File: src/rtl/scr_pkg.sv
package scr_pkg;
    localparam int unsigned SCR_LEN = 7;
    localparam logic [SCR_LEN-1:0] SCR_SEED = 7'h6C;

    typedef struct packed {
        logic vld;
        logic bit_o;
    } scr_out_t;
endpackage

File: src/rtl/scr_parity.sv
module scr_parity #(
    parameter int unsigned LEN = 7
) (
    input  logic [LEN-1:0] stages,
    input  logic [LEN-1:0] mask,
    output logic           fb
);
    logic acc;

    always_comb begin
        acc = 1'b0;
        for (int k = 0; k < LEN; k++) begin
            acc = acc ^ (stages[k] & mask[k]);
        end
    end

    assign fb = acc;
endmodule

File: src/rtl/scr_state.sv
module scr_state #(
    parameter int unsigned     LEN  = 7,
    parameter logic [LEN-1:0]  SEED = 7'h6C
) (
    input  logic           clk,
    input  logic           rst_n,
    input  logic           load,
    input  logic           adv,
    input  logic           new_bit,
    output logic [LEN-1:0] cur,
    output logic [LEN-1:0] state_q
);
    logic [LEN-1:0] state_d;

    // Seed substitutes for the stored contents during a load cycle
    assign cur = load ? SEED : state_q;

    always_comb begin
        state_d = state_q;
        if (adv) begin
            state_d = {cur[LEN-2:0], new_bit};
        end else if (load) begin
            state_d = SEED;
        end
    end

    always_ff @(posedge clk or negedge rst_n) begin
        if (!rst_n) begin
            state_q <= SEED;
        end else begin
            state_q <= state_d;
        end
    end

    p_hold_r6: assert property (@(posedge clk) disable iff (!rst_n)
        (!load && !adv) |=> $stable(state_q))
        else $error("delay line moved without a strobe");

    p_seed_r5: assert property (@(posedge clk) disable iff (!rst_n)
        (load && !adv) |=> (state_q == SEED))
        else $error("seed not loaded");
endmodule

File: src/rtl/ptap_scrambler.sv
module ptap_scrambler
    import scr_pkg::*;
#(
    parameter int unsigned        LEN  = SCR_LEN,
    parameter logic [LEN-1:0]     SEED = SCR_SEED
) (
    input  logic           clk,
    input  logic           rst_n,
    input  logic           sop,
    input  logic           descramble,
    input  logic [LEN-1:0] tap_mask,
    input  logic           in_valid,
    input  logic           in_bit,
    output logic           out_valid,
    output logic           out_bit
);
    logic [LEN-1:0] cur_state;
    logic [LEN-1:0] state_q;
    logic           fb;
    logic           scr_bit;
    logic           push_bit;
    scr_out_t       out_d, out_q;

    scr_state #(.LEN(LEN), .SEED(SEED)) u_state (
        .clk     (clk),
        .rst_n   (rst_n),
        .load    (sop),
        .adv     (in_valid),
        .new_bit (push_bit),
        .cur     (cur_state),
        .state_q (state_q)
    );

    scr_parity #(.LEN(LEN)) u_parity (
        .stages (cur_state),
        .mask   (tap_mask),
        .fb     (fb)
    );

    assign scr_bit  = in_bit ^ fb;
    assign push_bit = descramble ? in_bit : scr_bit;

    always_comb begin
        out_d       = out_q;
        out_d.vld   = in_valid;
        if (in_valid) begin
            out_d.bit_o = scr_bit;
        end
    end

    always_ff @(posedge clk or negedge rst_n) begin
        if (!rst_n) begin
            out_q <= '0;
        end else begin
            out_q <= out_d;
        end
    end

    assign out_valid = out_q.vld;
    assign out_bit   = out_q.bit_o;

    p_valid_lat_r7: assert property (@(posedge clk) disable iff (!rst_n)
        in_valid |=> out_valid)
        else $error("valid latency broken");

    p_pass_thru_r8: assert property (@(posedge clk) disable iff (!rst_n)
        (in_valid && tap_mask == '0) |=> (out_bit == $past(in_bit)))
        else $error("zero mask altered data");

    p_quot_shift_r3: assert property (@(posedge clk) disable iff (!rst_n)
        (in_valid && !descramble) |=> (state_q[0] == out_bit))
        else $error("output bit not fed back");

    p_rx_shift_r4: assert property (@(posedge clk) disable iff (!rst_n)
        (in_valid && descramble) |=> (state_q[0] == $past(in_bit)))
        else $error("received bit not fed back");
endmodule

File: config.mk
export PLATFORM = sky130hd
export DESIGN_NAME = ptap_scrambler
export DESIGN_NICKNAME = d
export VERILOG_FILES = /design/src/rtl/scr_pkg.sv /design/src/rtl/scr_parity.sv /design/src/rtl/scr_state.sv /design/src/rtl/ptap_scrambler.sv
export SDC_FILE = /design/constraint.sdc
export NUM_CORES = 1
export LEC_CHECK = 0
export BUFFER_PORTS_ARGS = -buffer_cell sky130_fd_sc_hd__buf_2
export CORE_AREA = 2 2 39 41
export DETAILED_ROUTE_END_ITERATION = 8
export DIE_AREA = 0 0 41 43
export MAX_ROUTING_LAYER = met4
export PLACE_DENSITY_LB_ADDON = 0.25
export RECOVER_POWER = 100
export SYNTH_ARGS = -nofsm -noshare
export SYNTH_HDL_FRONTEND = slang
export SYNTH_HIERARCHICAL = 1
export SYNTH_SLANG_ARGS = --single-unit
export TNS_END_PERCENT = 20
File: constraint.sdc
create_clock -name clk -period 1.84 [get_ports clk]
set_input_delay 0.184 -clock clk [delete_from_list [all_inputs] [get_ports clk]]
set_output_delay 0.184 -clock clk [all_outputs]
set_load 0.02 [all_outputs]
==> results.yml, run 1 <==
outcome:
  status: "completed"
cts:
  clock_latency_ns: 0.25
  numCtsBuffers: 3
  htree_levels: 1
  clock-sinks: 9
  clk_pin_slew_worst_paths_ns: 0.06
  cts_root_buf: "clkbuf_4"
  cts_tree: "built"
  cts_buffer_depth: 2
route:
  ant_nets: 0
  wl_met3_um: 32
  wl_met1_um: 451
  drc_errors: 0
  wl_um: 921
  routedWlPerCell_um: 11.0
  drt_pre_antenna_iters: 4
  num_vias: 365
  first_iter_violations: 3
  highest_layer: "met3"
  vias_per_cell: 4.35
  wl_met2_um: 437
cells_and_area:
  antennaDiodeCount: 0
  fin_area_um2: 657
  drive_above_1_share: 0.441
  layout.cells.non_filler: 84
  area_growth_pct: 29.6
  fin_nets: 82
critical_path:
  cp-end-kind: "flop"
  critPathKind: "reg2reg"
  crit_required_ns: 1.98
  cp-startpoint: "u_state/state_q[5]$_DFF_PN1_"
  cp_data_arrival_time_ns: 1.96
  worst_setup_path_start_kind: "flop"
  r2r-start: "u_state/state_q[5]$_DFF_PN1_"
  crit_fanout: 2
timing:
  worst_slack_ns: 0.0197
  clock_skew_ns: 0.00282
  rsz0062_at_grt: "yes"
  fin_crit_sh: 0.989
  max_freq_mhz: 549
  drv_slew: 0
  setup_viol: 0
  period_needed_ns: 1.82
  relSlewSlack: 0.585
  worstMarginPinSlew_ns: 0.622
  hold_viol: 0
placed_design:
  place_ws_ns: -0.0115
  io_buffers: 14
  placed_cell_area_um2: 603
  gp_congestion: 0.647
  dpl.cell_count: 78
logic_synthesis:
  synth_top_area_share: 0.247
  ys_ff_latch: 9
  synth_top_cells_by_count: "7 x nand2_1, 5 x dfrtp_1, 4 x dfstp_2"
  synth_area_per_cell_um2: 10.8
  netlist_instances: 47
  yosysMostFrequentCell: "nand2_1"
  synth_area_leaders: "dfrtp_1 25%, dfstp_2 21%, xnor3_1 8.9%"
  synth_cell_types: 21
  syn_nets: 60
  async_flop_share: 1.00
  yosysSeqAreaShare: 0.454
  synth_top_area_cell: "dfrtp_1"
  synth_edf_count: 0
  synth_area_um2: 507
  ys_warn_count: 6
  ys.flop_type: "dfrtp_1"
power_and_ir_drop:
  ir_worst_vdd_mv: 0.321
  powerDensity_nw_per_um2: 854
  fin_total_pwr_uw: 561
  leakage_uw: 0.000319
global_route:
  grt_pass1_vias: 358
  grt_first_pass_wirelength_um: 1440
  grt_usage: 0.134
  grt_overflow: 0
  grt_max_degree: 15
  antenna_found_initial: 0
min_path:
  hold_class: "in2reg"
  hold_path_startpoint: "in_bit"
floorplan:
  core_area_um2: 1380
  initial_core_util: 0.366
  dieArea_um2: 1760
  die_h_um: 43
  die_w_um: 41
  num_rows: 14
  io_pins: 15
job:
  cap_violations: 0
## critical path, cell delays in order (launching register included)
cell and delay (ns):
dfstp_2 0.36, or2_4 0.22, nand2_2 0.06, xnor3_1 0.38, xnor3_1 0.23, nand2b_1 0.08, xnor2_1 0.12, mux2_2 0.26
## per-layer routing
metal	global-route usage	vias to the layer above
met5	-	-
met4	0.120	0
met3	0.0471	0
met2	0.172	5
met1	0.155	165
li1	-	195
## cell families after synthesis
family / synth area share
and+or+nand+nor: 0.210
DFF: 0.454
AOI/OAI and AO/OA: 0.0741
xor gates and xnor gates: 0.158
muxes: 0.0642
buffers and inverters: 0.0395
## path summary, 6_finish.rpt
path	to	slack [ns]	cells past startpoint
min in group asynchronous	u_state/state_q[0]$_DFF_PN0_	0.40	2
hold / removal	out_bit$_DFFE_PN0P_	0.25	3
setup reg to reg	u_state/state_q[0]$_DFF_PN0_	0.02	7
setup / recovery	u_state/state_q[0]$_DFF_PN0_	0.02	7
hold reg to reg	u_state/state_q[1]$_DFF_PN0_	0.52	2
max in group asynchronous	u_state/state_q[2]$_DFF_PN1_	1.09	2
## registers in the layout (all words and copies together) (netlist names)
signal           count
u_state/state_q      7
out_valid            1
out_bit              1
## stage by stage
step                      utilization  hold WS (ns)  TNS (ns)
final                           0.475         0.253         0
after global routing            0.475         0.244   -0.0530
after global placement          0.436        0.0443         0
after detailed placement        0.436        0.0470   -0.0115
after CTS                       0.471         0.177         0
after floorplan                     -        -0.112         0
## report_power, final
group / internal [µW] / total (µW) / switching (µW) / leakage (µW)
Combinational: 95.0 / 168 / 73.4 / 0.000201
Clock: 83.4 / 150 / 66.4 / 0.0000150
Sequential: 230 / 243 / 12.7 / 0.000103
## cell usage in the layout (no fill, tap or decap)
| master | synthesis | layout |
|---|---|---|
| buf_2 | 1 | 10 |
| xnor3_1 | 2 | 2 |
| mux2i_1 | 1 | 1 |
| a211o_1 | 2 | 2 |
| buf_4 | 0 | 4 |
| xnor2_1 | 3 | 3 |
| nand2_1 | 7 | 5 |
| nor3_1 | 1 | 1 |
| nand2b_1 | 2 | 2 |
| and2b_1 | 2 | 2 |
| nand2_2 | 0 | 2 |
| or2_2 | 3 | 2 |
| dfstp_2 | 4 | 4 |
| or2_4 | 1 | 2 |
| xor2_2 | 0 | 1 |
| inv_1 | 1 | 1 |
| clkbuf_4 | 0 | 3 |
| nor2b_1 | 2 | 2 |
| nor2_1 | 2 | 2 |
| o21ai_0 | 2 | 2 |
| clkbuf_1 | 0 | 5 |
| a21oi_1 | 2 | 2 |
| dfrtp_1 | 5 | 5 |
| mux2_2 | 2 | 2 |
| dlygate4sd3_1 | 0 | 1 |
## area by class of cell
cell class                 count  area, µm²
multi-input combinational     35        272
inverter                       1       3.75
clock buffer                   4       26.3
timing repair buffer          19        105
tap                           16       20.0
fill                         143        727
sequential                     9        230
## timing repair
action / in CTS / in global routing
endpoints found under the setup margin: 1 / 2
hold buffers: 1 / 0
gates resized for setup: 2 / 2
hold endpoints to repair: 9 / 0
setup buffers: 1 / 0
pin swaps: 3 / 1
No activity file was read; power rests on OpenSTA's default activity.
==> inputs of run 2 (changes only) <==
--- a/config.mk
+++ b/config.mk
@@ -9,7 +9,6 @@
 export CORE_AREA = 2 2 39 41
 export DETAILED_ROUTE_END_ITERATION = 8
 export DIE_AREA = 0 0 41 43
-export MAX_ROUTING_LAYER = met4
 export PLACE_DENSITY_LB_ADDON = 0.25
 export RECOVER_POWER = 100
 export SYNTH_ARGS = -nofsm -noshare
==> results.yml, run 2 (synthesized netlist as in run 1, its figures left out) <==
timing:
  rsz0062_at_grt: "yes"
  max_freq_mhz: 550
  relSlewSlack: 0.585
  fin_crit_sh: 0.988
  period_needed_ns: 1.82
  worst_slack_ns: 0.0213
  worstMarginPinSlew_ns: 0.623
  setup_viol: 0
  drv_slew: 0
  clock_skew_ns: 0.00240
  hold_viol: 0
global_route:
  grt_usage: 0.130
  grt-busiest-layer: "met2"
  grt_max_degree: 15
  grt_first_pass_wirelength_um: 1440
  use_met1: 0.155
  grt_overflow: 0
  antenna_found_initial: 0
  met2_usage: 0.172
  met3_usage: 0.0471
  grt_pass1_vias: 357
critical_path:
  crit_fanout: 2
  cpMostUsedCell: "xnor3_1"
  cp_slowest_cell: "xnor3_1"
  critPathKind: "reg2reg"
  cp_data_arrival_time_ns: 1.96
  worst_setup_path_start_kind: "flop"
  path_cells: "or2_4 > nand2_2 > xnor3_1 > xnor3_1 > nand2b_1 > xnor2_1 > mux2_2"
  crit_required_ns: 1.98
  cp-end-kind: "flop"
  slowest_delay_ns: 0.38
floorplan:
  num_rows: 14
  die_h_um: 43
  dieArea_um2: 1760
  core_area_um2: 1380
  initial_core_util: 0.366
  io_pins: 15
  die_w_um: 41
placed_design:
  gp_congestion: 0.642
  place_ws_ns: -0.0115
  io_buffers: 14
  dpl.cell_count: 78
cells_and_area:
  largest_register: "u_state/state_q"
  final_common_cell: "buf_2"
  largest_reg_flops: 7
  drive_above_1_share: 0.441
  fin_nets: 82
  fillers: 143
  layout_common_cells: "10 x buf_2, 5 x clkbuf_1, 5 x dfrtp_1, 5 x nand2_1"
  antennaDiodeCount: 0
  area_growth_pct: 29.6
  layout.cells.non_filler: 84
power_and_ir_drop:
  fin_total_pwr_uw: 560
  ir_worst_vdd_mv: 0.317
  powerDensity_nw_per_um2: 852
  leakage_uw: 0.000319
outcome:
  status: "completed"
cts:
  numCtsBuffers: 3
  htree_levels: 1
  clock-sinks: 9
  clock_latency_ns: 0.25
  cts_root_buf: "clkbuf_4"
  clk_pin_slew_worst_paths_ns: 0.06
  cts_tree: "built"
  cts_buffer_depth: 2
min_path:
  hold_class: "in2reg"
route:
  drt_pre_antenna_iters: 3
  drc_errors: 0
  first_iter_violations: 3
  wl_um: 895
  num_vias: 363
  ant_nets: 0
  vias_per_cell: 4.32
  routedWlPerCell_um: 10.7
job:
  cap_violations: 0
==> run 2: cell counts in the layout (fill, tap and decap cells not counted) <==
Identical to the previous run, type by type.
==> run 2: repair_timing <==
item / in CTS / in global routing
pin swaps: 3 / 1
resized for setup: 2 / 2
hold buffers: 1 / 0
hold endpoints to repair: 9 / 0
setup buffers: 1 / 0
endpoints found under the setup margin: 1 / 2
==> run 2: metal layers <==
metal,vias to the layer above,part of all wire,wire [µm]
met5,-,0,0
met4,0,0.017,15
met2,5,0.48,428
met3,2,0.031,28
met1,160,0.47,422
li1,196,-,-
==> run 2: cell type report <==
type	instances	area, µm²	share of cell area
Tap cell	16	20.0	0.0305
Sequential cell	9	230	0.350
Multi-Input combinational cell	35	272	0.413
Inverter	1	3.75	0.00571
Clock buffer	4	26.3	0.0400
Timing Repair Buffer	19	105	0.160
==> run 2: worst paths after layout <==
kind,from,to,slack [ns],cells past startpoint
worst max register to register,u_state/state_q[5]$_DFF_PN1_,u_state/state_q[0]$_DFF_PN0_,0.02,7
worst min-delay path,sop,u_state/state_q[3]$_DFF_PN1_,0.25,2
worst min register to register,u_state/state_q[1]$_DFF_PN0_,u_state/state_q[1]$_DFF_PN0_,0.51,2
worst max-delay path,u_state/state_q[5]$_DFF_PN1_,u_state/state_q[0]$_DFF_PN0_,0.02,7
min in group asynchronous,rst_n,u_state/state_q[0]$_DFF_PN0_,0.40,2
max in group asynchronous,rst_n,u_state/state_q[2]$_DFF_PN1_,1.09,2
==> run 2: metrics by stage <==
| stage | utilization | area, µm² | TNS, ns | hold slack (ns) |
|---|---|---|---|---|
| 2_1_floorplan | - | 507 | 0 | -0.112 |
| 3_3_place_gp | 0.436 | 603 | 0 | 0.0443 |
| 3_5_place_dp | 0.436 | 603 | -0.0115 | 0.0470 |
| 4_1_cts | 0.471 | 652 | 0 | 0.177 |
| 5_1_grt | 0.475 | 657 | -0.0530 | 0.244 |
| 6_report | 0.475 | 657 | 0 | 0.251 |
==> run 2: worst max-delay path, delay by kind of cell (launching register included) <==
family	cells	cell delay, ns
xor+xnor	3	0.73
flops	1	0.37
simple gates	3	0.36
mux	1	0.26
==> run 2: where the power goes <==
group,internal [µW],switching (µW)
Combinational,95.0,72.7
Clock,83.4,66.6
Sequential,230,11.7
==> inputs of run 3 (changes only) <==
--- a/config.mk
+++ b/config.mk
@@ -5,10 +5,10 @@
 export SDC_FILE = /design/constraint.sdc
 export NUM_CORES = 1
 export LEC_CHECK = 0
-export BUFFER_PORTS_ARGS = -buffer_cell sky130_fd_sc_hd__buf_2
 export CORE_AREA = 2 2 39 41
 export DETAILED_ROUTE_END_ITERATION = 8
 export DIE_AREA = 0 0 41 43
+export DONT_BUFFER_PORTS = 1
 export PLACE_DENSITY_LB_ADDON = 0.25
 export RECOVER_POWER = 100
 export SYNTH_ARGS = -nofsm -noshare
==> constraint.sdc (replaced) <==
create_clock -name clk -period 2.3 [get_ports clk]
set_input_delay 0.23 -clock clk [delete_from_list [all_inputs] [get_ports clk]]
set_output_delay 0.23 -clock clk [all_outputs]
set_load 0.02 [all_outputs]
==> results.yml, run 3 (synthesized netlist as in run 1, its figures left out) <==
outcome:
  status: "completed"
critical_path:
  path_cells: "or2_2 > nand2_1 > xnor3_1 > xnor3_1 > nand2b_1 > xnor2_1 > mux2_2"
  cp-end-kind: "flop"
  slowest_delay_ns: 0.42
  cp_data_arrival_time_ns: 2.24
  r2r_cells: 7
  crit_required_ns: 2.44
  cp_slowest_cell: "xnor3_1"
  worst_setup_path_start_kind: "flop"
  crit_fanout: 2
  cpMostUsedCell: "xnor3_1"
  critPathKind: "reg2reg"
cells_and_area:
  drive_above_1_share: 0.196
  multi_input_area_um2: 254
  layout_common_cells: "7 x nand2_1, 5 x dfrtp_1, 4 x or2_2"
  final_common_cell: "nand2_1"
  largest_reg_flops: 7
  fillers: 140
  area_growth_pct: 9.38
  final_util: 0.401
  seq_area_um2: 230
  antennaDiodeCount: 0
  fin_nets: 65
  largest_register: "u_state/state_q"
timing:
  fin_setup_tns_ns: 0
  period_needed_ns: 2.11
  relSlewSlack: 0.737
  worstMarginPinSlew_ns: 0.393
  setup_viol: 0
  fin_crit_sh: 0.915
  holdWs_ns: 0.0288
  rsz0062_at_grt: "no"
  worst_slack_ns: 0.195
  drv_slew: 0
  max_freq_mhz: 475
  hold_viol: 0
  clock_skew_ns: 0.00695
cts:
  hold_buffers: 2
  htree_levels: 1
  cts_setup_buffers: 0
  clock-sinks: 9
  clock_latency_ns: 0.26
  cts_resized: 0
  cts_tree: "built"
  numCtsBuffers: 3
  cts_buffer_depth: 2
  clk_pin_slew_worst_paths_ns: 0.06
  cts_root_buf: "clkbuf_4"
route:
  first_iter_violations: 5
  wl_um: 799
  drt_pre_antenna_iters: 2
  vias_per_cell: 4.75
  routedWlPerCell_um: 11.9
  num_vias: 318
  ant_nets: 0
  drc_errors: 0
global_route:
  grt_overflow: 0
  grt_pass1_vias: 339
  antenna_found_initial: 0
  grt_usage: 0.122
  grt_max_degree: 15
  grt_first_pass_wirelength_um: 1370
floorplan:
  num_rows: 14
  core_area_um2: 1380
  initial_core_util: 0.366
  die_h_um: 43
  dieArea_um2: 1760
  die_w_um: 41
  io_pins: 15
placed_design:
  io_buffers: 0
  gp_congestion: 0.614
  place_ws_ns: 0.255
  dp.final_hpwl_um: 583
min_path:
  min_path_cells: 1
  hold_class: "in2reg"
power_and_ir_drop:
  leakage_uw: 0.000254
  ir_worst_vdd_mv: 0.364
  powerDensity_nw_per_um2: 734
job:
  cap_violations: 0
-- run 3: cell count changes in the layout (fill, tap and decap cells not counted), moves of 3 or more --
| cell | delta |
|---|---|
| buf_2 | -10 |
| dfstp_2 | -3 |
| clkbuf_1 | -4 |
| dfstp_1 | +3 |
| buf_4 | -4 |
-- run 3: layout make-up --
cell class | instances | area share
well taps | 16 | 0.0361
clock buffers | 4 | 0.0474
inverters | 1 | 0.00677
repair buffers | 2 | 0.0361
multi-input cells | 35 | 0.458
flip-flops and latches | 9 | 0.415
-- run 3: final timing paths --
check | slack [ns] | end | startpoint
min | 0.03 | u_state/state_q[5]$_DFF_PN1_ | in_valid
max in group asynchronous | 1.65 | u_state/state_q[6]$_DFF_PN1_ | rst_n
min in group asynchronous | 0.33 | u_state/state_q[4]$_DFF_PN0_ | rst_n
max reg2reg | 0.19 | u_state/state_q[0]$_DFF_PN0_ | u_state/state_q[2]$_DFF_PN1_
min reg2reg | 0.51 | u_state/state_q[1]$_DFF_PN0_ | u_state/state_q[0]$_DFF_PN0_
max | 0.19 | u_state/state_q[0]$_DFF_PN0_ | u_state/state_q[2]$_DFF_PN1_
-- run 3: layer usage --
layer,wire length (µm),vias up,track usage
li1,-,161,-
met1,353,146,0.144
met2,400,11,0.175
met3,45,0,0.0785
met4,0,0,0.0400
met5,0,-,0
-- run 3: power by group --
part	internal, µW	switching (µW)
combinational	53.4	32.3
sequential	183	20.8
clock	66.6	51.1
total	303	104
-- run 3: stage by stage --
stage,instances,total power (µW),area [µm²]
floorplan,47,284,507
global placement,61,289,510
detailed placement,61,290,510
CTS,67,417,557
global route,67,435,554
finish,67,407,554
-- run 3: worst max-delay path: cells and delay by family (launching register included) --
| family | cells | cell delay, ns |
|---|---|---|
| flops | 1 | 0.36 |
| simple gates | 3 | 0.45 |
| xor+xnor | 3 | 0.92 |
| mux | 1 | 0.25 |
